### src/rtl/twi_pkg.sv
package twi_pkg;
  localparam int BYTE_W = 8;

  typedef enum logic [2:0] {
    M_IDLE,
    M_ADDR,
    M_PTR,
    M_WDATA,
    M_GCALL,
    M_READ,
    M_SKIP
  } twi_mode_e;
endpackage

### src/rtl/twi_line_sync.sv
module twi_line_sync #(
  parameter int STAGES = 2
) (
  input  logic clk,
  input  logic rst_n,
  input  logic scl_i,
  input  logic sda_i,
  output logic sda_s,
  output logic scl_rise,
  output logic scl_fall,
  output logic start_det,
  output logic stop_det
);
  logic [STAGES-1:0] scl_ff;
  logic [STAGES-1:0] sda_ff;
  logic scl_d;
  logic sda_d;
  logic scl_s;

  // synchroniser chain, idle bus level is high
  genvar g;
  generate
    for (g = 0; g < STAGES; g++) begin : g_stage
      if (g == 0) begin : g_first
        always_ff @(posedge clk or negedge rst_n) begin
          if (!rst_n) begin
            scl_ff[0] <= 1'b1;
            sda_ff[0] <= 1'b1;
          end else begin
            scl_ff[0] <= scl_i;
            sda_ff[0] <= sda_i;
          end
        end
      end else begin : g_next
        always_ff @(posedge clk or negedge rst_n) begin
          if (!rst_n) begin
            scl_ff[g] <= 1'b1;
            sda_ff[g] <= 1'b1;
          end else begin
            scl_ff[g] <= scl_ff[g-1];
            sda_ff[g] <= sda_ff[g-1];
          end
        end
      end
    end
  endgenerate

  always_ff @(posedge clk or negedge rst_n) begin
    if (!rst_n) begin
      scl_d <= 1'b1;
      sda_d <= 1'b1;
    end else begin
      scl_d <= scl_s;
      sda_d <= sda_s;
    end
  end

  assign scl_s     = scl_ff[STAGES-1];
  assign sda_s     = sda_ff[STAGES-1];
  assign scl_rise  = scl_s & ~scl_d;
  assign scl_fall  = ~scl_s & scl_d;
  assign start_det = scl_s & scl_d & sda_d & ~sda_s;
  assign stop_det  = scl_s & scl_d & ~sda_d & sda_s;
endmodule

### src/rtl/twi_ptr_unit.sv
module twi_ptr_unit #(
  parameter int W = 8
) (
  input  logic         clk,
  input  logic         rst_n,
  input  logic         clr,
  input  logic         load,
  input  logic [W-1:0] load_val,
  input  logic         inc,
  output logic [W-1:0] ptr
);
  logic [W-1:0] ptr_q;
  logic [W-1:0] ptr_n;

  always_comb begin
    ptr_n = ptr_q;
    if (clr)       ptr_n = '0;
    else if (load) ptr_n = load_val;
    else if (inc)  ptr_n = ptr_q + 1'b1;
  end

  always_ff @(posedge clk or negedge rst_n) begin
    if (!rst_n) ptr_q <= '0;
    else        ptr_q <= ptr_n;
  end

  assign ptr = ptr_q;
endmodule

### src/rtl/twi_proto_fsm.sv
module twi_proto_fsm
  import twi_pkg::*;
#(
  parameter logic [6:0] DEV_ADDR = 7'h48,
  parameter int         NUM_REGS = 19,
  parameter logic [7:0] GC_CODE  = 8'h06,
  parameter logic [7:0] RST_CMD  = 8'hBF
) (
  input  logic              clk,
  input  logic              rst_n,
  input  logic              scl_rise,
  input  logic              scl_fall,
  input  logic              start_det,
  input  logic              stop_det,
  input  logic              sda_s,
  input  logic [BYTE_W-1:0] ptr,
  input  logic [BYTE_W-1:0] rdata,
  output logic              ptr_clr,
  output logic              ptr_load,
  output logic [BYTE_W-1:0] ptr_val,
  output logic              ptr_inc,
  output logic              reg_wr,
  output logic [BYTE_W-1:0] reg_wdata,
  output logic              soft_rst,
  output logic              sda_oe,
  output logic              rd_active
);
  localparam logic [3:0]      BITS  = 4'(BYTE_W);
  localparam logic [BYTE_W:0] LIMIT = (BYTE_W+1)'(NUM_REGS);

  twi_mode_e         mode_q, mode_n;
  logic [3:0]        cnt_q, cnt_n;
  logic              ackph_q, ackph_n;
  logic              ackdrv_q, ackdrv_n;
  logic              mack_q, mack_n;
  logic [BYTE_W-1:0] sh_q, sh_n;
  logic [BYTE_W-1:0] tx_q, tx_n;
  logic              wr_q, wr_n;
  logic              srst_q, srst_n;
  logic              oe_q, oe_n;
  logic              addr_hit;
  logic              gcall_hit;
  logic              ptr_valid;

  assign addr_hit  = (sh_q[7:1] == DEV_ADDR);
  assign gcall_hit = (sh_q == 8'h00);
  assign ptr_valid = ({1'b0, ptr} < LIMIT);
  assign ptr_val   = sh_q;

  // next-state logic
  always_comb begin
    mode_n   = mode_q;
    cnt_n    = cnt_q;
    ackph_n  = ackph_q;
    ackdrv_n = ackdrv_q;
    mack_n   = mack_q;
    sh_n     = sh_q;
    tx_n     = tx_q;
    wr_n     = 1'b0;
    srst_n   = 1'b0;
    ptr_clr  = 1'b0;
    ptr_load = 1'b0;
    ptr_inc  = 1'b0;

    if (start_det) begin
      mode_n   = M_ADDR;
      cnt_n    = '0;
      ackph_n  = 1'b0;
      ackdrv_n = 1'b0;
    end else if (stop_det) begin
      mode_n   = M_IDLE;
      cnt_n    = '0;
      ackph_n  = 1'b0;
      ackdrv_n = 1'b0;
      ptr_clr  = 1'b1;
    end else begin
      case (mode_q)
        M_ADDR, M_PTR, M_WDATA, M_GCALL: begin
          if (!ackph_q) begin
            if (scl_rise && cnt_q != BITS) begin
              sh_n  = {sh_q[BYTE_W-2:0], sda_s};
              cnt_n = cnt_q + 1'b1;
            end else if (scl_fall && cnt_q == BITS) begin
              ackph_n = 1'b1;
              case (mode_q)
                M_ADDR:  ackdrv_n = addr_hit | gcall_hit;
                M_PTR: begin
                  ackdrv_n = 1'b1;
                  if (sh_q == RST_CMD) begin
                    srst_n  = 1'b1;
                    ptr_clr = 1'b1;
                  end else begin
                    ptr_load = 1'b1;
                  end
                end
                M_WDATA: begin
                  ackdrv_n = 1'b1;
                  wr_n     = ptr_valid;
                end
                default: begin
                  ackdrv_n = (sh_q == GC_CODE);
                  if (sh_q == GC_CODE) begin
                    srst_n  = 1'b1;
                    ptr_clr = 1'b1;
                  end
                end
              endcase
            end
          end else if (scl_fall) begin
            ackph_n  = 1'b0;
            ackdrv_n = 1'b0;
            cnt_n    = '0;
            case (mode_q)
              M_ADDR: begin
                if (addr_hit && sh_q[0]) begin
                  mode_n = M_READ;
                  tx_n   = rdata;
                end else if (addr_hit) begin
                  mode_n = M_PTR;
                end else if (gcall_hit) begin
                  mode_n = M_GCALL;
                end else begin
                  mode_n = M_SKIP;
                end
              end
              M_PTR:   mode_n  = M_WDATA;
              M_WDATA: ptr_inc = 1'b1;
              default: mode_n  = M_SKIP;
            endcase
          end
        end
        M_READ: begin
          if (!ackph_q) begin
            if (scl_rise) begin
              cnt_n = cnt_q + 1'b1;
            end else if (scl_fall) begin
              if (cnt_q == BITS) ackph_n = 1'b1;
              else               tx_n    = {tx_q[BYTE_W-2:0], 1'b1};
            end
          end else begin
            if (scl_rise) begin
              mack_n  = ~sda_s;
              ptr_inc = ~sda_s;
            end else if (scl_fall) begin
              ackph_n = 1'b0;
              cnt_n   = '0;
              if (mack_q) tx_n   = rdata;
              else        mode_n = M_SKIP;
            end
          end
        end
        default: ;
      endcase
    end

    if (mode_n == M_READ) oe_n = ~ackph_n & ~tx_n[BYTE_W-1];
    else                  oe_n = ackph_n & ackdrv_n;
  end

  // state registers
  always_ff @(posedge clk or negedge rst_n) begin
    if (!rst_n) begin
      mode_q   <= M_IDLE;
      cnt_q    <= '0;
      ackph_q  <= 1'b0;
      ackdrv_q <= 1'b0;
      mack_q   <= 1'b0;
      sh_q     <= '0;
      tx_q     <= '1;
      wr_q     <= 1'b0;
      srst_q   <= 1'b0;
      oe_q     <= 1'b0;
    end else begin
      mode_q   <= mode_n;
      cnt_q    <= cnt_n;
      ackph_q  <= ackph_n;
      ackdrv_q <= ackdrv_n;
      mack_q   <= mack_n;
      sh_q     <= sh_n;
      tx_q     <= tx_n;
      wr_q     <= wr_n;
      srst_q   <= srst_n;
      oe_q     <= oe_n;
    end
  end

  assign reg_wr    = wr_q;
  assign reg_wdata = sh_q;
  assign soft_rst  = srst_q;
  assign sda_oe    = oe_q;
  assign rd_active = (mode_q == M_READ);
endmodule

### src/rtl/twi_regport.sv
module twi_regport
  import twi_pkg::*;
#(
  parameter logic [6:0] DEV_ADDR    = 7'h48,
  parameter int         NUM_REGS    = 19,
  parameter logic [7:0] GC_CODE     = 8'h06,
  parameter logic [7:0] RST_CMD     = 8'hBF,
  parameter int         SYNC_STAGES = 2
) (
  input  logic       clk,
  input  logic       rst_n,
  input  logic       scl_i,
  input  logic       sda_i,
  output logic       sda_oe,
  output logic [7:0] reg_addr,
  input  logic [7:0] reg_rdata,
  output logic       reg_wr,
  output logic [7:0] reg_wdata,
  output logic       rd_active,
  output logic       soft_rst
);
  logic rst_meta;
  logic rst_core_n;

  // asynchronous assert, synchronous release
  always_ff @(posedge clk or negedge rst_n) begin
    if (!rst_n) begin
      rst_meta   <= 1'b0;
      rst_core_n <= 1'b0;
    end else begin
      rst_meta   <= 1'b1;
      rst_core_n <= rst_meta;
    end
  end

  logic sda_s, scl_rise, scl_fall, start_det, stop_det;
  logic ptr_clr, ptr_load, ptr_inc;
  logic [BYTE_W-1:0] ptr_val;
  logic [BYTE_W-1:0] ptr;

  twi_line_sync #(.STAGES(SYNC_STAGES)) sync_i (
    .clk       (clk),
    .rst_n     (rst_core_n),
    .scl_i     (scl_i),
    .sda_i     (sda_i),
    .sda_s     (sda_s),
    .scl_rise  (scl_rise),
    .scl_fall  (scl_fall),
    .start_det (start_det),
    .stop_det  (stop_det)
  );

  twi_ptr_unit #(.W(BYTE_W)) ptr_i (
    .clk      (clk),
    .rst_n    (rst_core_n),
    .clr      (ptr_clr),
    .load     (ptr_load),
    .load_val (ptr_val),
    .inc      (ptr_inc),
    .ptr      (ptr)
  );

  twi_proto_fsm #(
    .DEV_ADDR (DEV_ADDR),
    .NUM_REGS (NUM_REGS),
    .GC_CODE  (GC_CODE),
    .RST_CMD  (RST_CMD)
  ) fsm_i (
    .clk       (clk),
    .rst_n     (rst_core_n),
    .scl_rise  (scl_rise),
    .scl_fall  (scl_fall),
    .start_det (start_det),
    .stop_det  (stop_det),
    .sda_s     (sda_s),
    .ptr       (ptr),
    .rdata     (reg_rdata),
    .ptr_clr   (ptr_clr),
    .ptr_load  (ptr_load),
    .ptr_val   (ptr_val),
    .ptr_inc   (ptr_inc),
    .reg_wr    (reg_wr),
    .reg_wdata (reg_wdata),
    .soft_rst  (soft_rst),
    .sda_oe    (sda_oe),
    .rd_active (rd_active)
  );

  assign reg_addr = ptr;
endmodule

### config.mk
export PLATFORM = sky130hd
export DESIGN_NAME = twi_regport
export DESIGN_NICKNAME = d
export VERILOG_FILES = /design/src/rtl/twi_pkg.sv /design/src/rtl/twi_line_sync.sv /design/src/rtl/twi_ptr_unit.sv /design/src/rtl/twi_proto_fsm.sv /design/src/rtl/twi_regport.sv
export SDC_FILE = /design/constraint.sdc
export NUM_CORES = 1
export LEC_CHECK = 0
export BUFFER_PORTS_ARGS = -buffer_cell sky130_fd_sc_hd__buf_4
export CORE_AREA = 2 2 75 77
export CTS_CLUSTER_DIAMETER = 30
export DETAILED_ROUTE_END_ITERATION = 8
export DIE_AREA = 0 0 77 79
export MAX_ROUTING_LAYER = met4
export PLACE_DENSITY = 0.73
export SYNTH_ARGS = -nofsm -noshare
export SYNTH_HDL_FRONTEND = slang
export SYNTH_SLANG_ARGS = --single-unit
export TNS_END_PERCENT = 50
### constraint.sdc
create_clock -name clk -period 3.6 [get_ports clk]
set_input_delay 0.54 -clock clk [delete_from_list [all_inputs] [get_ports clk]]
set_output_delay 0.54 -clock clk [all_outputs]
set_load 0.01 [all_outputs]
==> out/metrics.csv <==
stage;metric;value;unit
worst_setup_path;start_kind;flop;
synthesis;synthArstFlopShare;1.00;
synthesis;synth-compound-area-share;0.152;
global_routing;grt_pass1_wl;8630;um
global_routing;grt_max_degree;44;
clock_tree;root_buffer;clkbuf_8;
synthesis;synth_seq_cells;45;
clock_tree;postCtsSetupRepairBufs;0;
routing;first_pass_iters;7;
worst_setup_path;critPathRequiredTime;3.83;ns
synthesis;yosys.cell_types.count;59;
clock_tree;clk_latency;0.30;ns
sta;slew_viol_final;0;
routing;viasPerCell;5.66;
routing;drt-total-wl;4970;um
synthesis;synth-simple-area-share;0.222;
sta;hold_viol;0;
finish;syn_to_final_growth;17.0;%
die;rows;27;
flow_run;cap_violations;0;
die;die-area;6080;um2
worst_setup_path;arrival;2.63;ns
clock_tree;cts_hold_buf;1;
worst_setup_path;crit_chain;and3b_1 > a221oi_2 > nand4bb_1 > a221o_1 > or2_0 > mux2i_1;
worst_hold_path;hold_class;primary input to flop;
synthesis;yosys_warnings;0;
finish;finalNetCount;274;
finish;drive_above_1_share;0.265;
sta;fmax;416;MHz
clock_tree;cts_max_level;2;
sta;rsz0062_at_grt;false;
clock_tree;clkSinkCount;45;
finish;layout_common_cells;buf_4, dfrtp_1, nor2_1, nand2_1, dfstp_2;
sta;finalSetupViolCount;0;
global_routing;gr-total-overflow;0;
power;p_per_area;724;nW/um2
routing;ant_nets;0;
routing;drc_errors;0;
clock_tree;numCtsBuffers;5;
synthesis;ys.flop_type;dfrtp_1;
die;io_pins;32;
clock_tree;cts.repair.resized;0;
clock_tree;clockBufferDepth;2;
sta;worst_hold_slack;0.346;ns
synthesis;synthMuxAreaShare;0.0511;
die;die_y;79;um
global_routing;grt_pass1_vias;1791;
worst_setup_path;crit_type;flop to flop;
power;power.leakage;1.25;nW
sta;tightestPinTransition;0.894;ns
synthesis;synth_top_family_by_area;simple AND/OR/NAND/NOR gates;
synthesis;synthCells;229;
clock_tree;cts_tree;yes;
finish;final_common_cell;buf_4;
worst_setup_path;r2r_slack;1.20;ns
routing;routedWlPerCell;15.0;um
worst_setup_path;end_kind;flop;
outcome;outcome;finished, final reports clean;
placement;place.gp.congestion;0.924;
sta;skew;0.00754;ns
sta;min_period;2.40;ns
synthesis;synth-xor-area-share;0.0298;
synthesis;synth_fa_ha_area_frac;0.0160;
worst_setup_path;slowest_delay;0.58;ns
synthesis;synth-edff-count;0;
power;vdd_drop_max;0.000299;V
worst_setup_path;crit_fanout;14;
worst_setup_path;slowest_stage;dfrtp_1;
global_routing;antenna_found_initial;0;
synthesis;synthesis.area;2350;um2
synthesis;syn_area_per_cell;10.3;um2
sta;relSlewSlack;0.404;
routing;drtIter0Drc;257;
die;fp.dieW;77;um
placement;dp_hpwl;3530;um
sta;period_share;0.668;
routing;vias;1878;
clock_tree;clkTransAtPathRegs;0.08;ns
global_routing;gr-usage-all-layers;0.184;
placement;port_buffers;31;
synthesis;synth_nets;244;
die;start_util;0.440;
finish;antennaDiodeCount;0;
die;fp.coreArea;5340;um2
synthesis;ys_seq_area_frac;0.487;
sta;setup_tns;0;ns
-- kinds of logic after synthesis --
logic type               count (synthesis)
buffers and inverters                   21
other                                    1
flip-flops                              45
XOR/XNOR                                 8
adder cells (fa/ha/maj)                  3
AND/OR/NAND/NOR                         91
AO/OA/AOI/OAI                           49
multiplexers                            11
-- stage by stage --
stage	setup WS [ns]	power, mW	cell area (um2)	instances	utilization
global route	1.04	2.14	2750	332	0.515
detailed placement	1.24	1.60	2620	323	0.491
finish	1.20	1.99	2750	332	0.515
global placement	1.32	1.58	2620	323	0.491
floorplan	1.58	1.34	2350	229	-
CTS	1.23	2.00	2750	332	0.515
-- cell type report --
type	count	area (um2)
tap	72	90.1
timing repair buffer	32	243
inverter	12	45.0
sequential	45	1140
clock inverter	1	30.0
multi-input combinational	163	1110
fill	502	2590
clock buffer	7	86.3
-- Yosys cell counts (2+ instances only) --
cell / count / share of area
o21bai_1: 2 / 0.0064
buf_2: 4 / 0.0085
mux2_2: 8 / 0.038
nor3_1: 8 / 0.017
a21oi_1: 9 / 0.019
nand3b_1: 3 / 0.0096
dfrtp_1: 31 / 0.33
inv_1: 11 / 0.018
clkbuf_1: 2 / 0.0032
dfstp_2: 14 / 0.16
xor2_1: 6 / 0.022
or4_1: 2 / 0.0064
nand3_1: 10 / 0.021
nor2_1: 19 / 0.030
ha_1: 3 / 0.016
nand2b_1: 5 / 0.013
xnor2_1: 2 / 0.0075
and4b_1: 3 / 0.013
nor3b_1: 2 / 0.0064
and3_1: 4 / 0.011
a222oi_1: 6 / 0.026
mux2i_1: 3 / 0.013
o21ai_0: 7 / 0.015
a211oi_1: 9 / 0.029
nand2_1: 16 / 0.026
a31oi_1: 3 / 0.0080
nand4_1: 5 / 0.013
-- worst max-delay path, delay by kind of cell (launching register included) --
family / cells / cell delay [ns]
flops: 1 / 0.58
mux: 1 / 0.13
simple gates: 3 / 1.04
compound gates: 2 / 0.58
-- metal layers --
layer  vias up  track usage  part of all wire
li1        901            -                 -
met1       925        0.241              0.45
met2        45        0.284              0.49
met3         7       0.0352             0.040
met4         0       0.0768             0.021
met5         -            -                 0
-- report_power, final --
group,switching [mW],leakage (nW),total [mW],internal (mW)
clock,0.166,0.0585,0.392,0.226
sequential,0.233,0.554,0.863,0.629
combinational,0.375,0.642,0.734,0.359
-- sequential cells by signal (all words and copies together) (netlist names) --
| register | flops |
|---|---|
| fsm_i.ptr_val | 8 |
| fsm_i.tx_q | 8 |
| ptr_i.ptr | 8 |
| fsm_i.cnt_q | 4 |
| fsm_i.mode_q | 3 |
| fsm_i.ackdrv_q | 1 |
| fsm_i.ackph_q | 1 |
| fsm_i.mack_q | 1 |
| fsm_i.reg_wr | 1 |
| fsm_i.sda_oe | 1 |
| fsm_i.soft_rst | 1 |
| rst_core_n | 1 |
| rst_meta | 1 |
| sync_i.scl_d | 1 |
| sync_i.scl_ff | 1 |
| sync_i.scl_s | 1 |
| sync_i.sda_d | 1 |
| sync_i.sda_ff | 1 |
| sync_i.sda_s | 1 |
-- path summary, 6_finish.rpt --
path,from,end,cells past startpoint
worst min register to register,sync_i.sda_ff[0]$_DFF_PN1_,sync_i.sda_s$_DFF_PN1_,0
worst max register to register,fsm_i.ackph_q$_DFF_PN0_,fsm_i.sda_oe$_DFF_PN0_,6
worst min-delay path,scl_i,sync_i.scl_ff[0]$_DFF_PN1_,1
max in group asynchronous,rst_core_n$_DFF_PN0_,fsm_i.cnt_q[0]$_DFFE_PN0P_,0
worst max-delay path,fsm_i.ackph_q$_DFF_PN0_,fsm_i.sda_oe$_DFF_PN0_,6
min in group asynchronous,rst_core_n$_DFF_PN0_,fsm_i.ptr_val[5]$_DFFE_PN0P_,0
No activity file was read; power rests on OpenSTA's default activity.
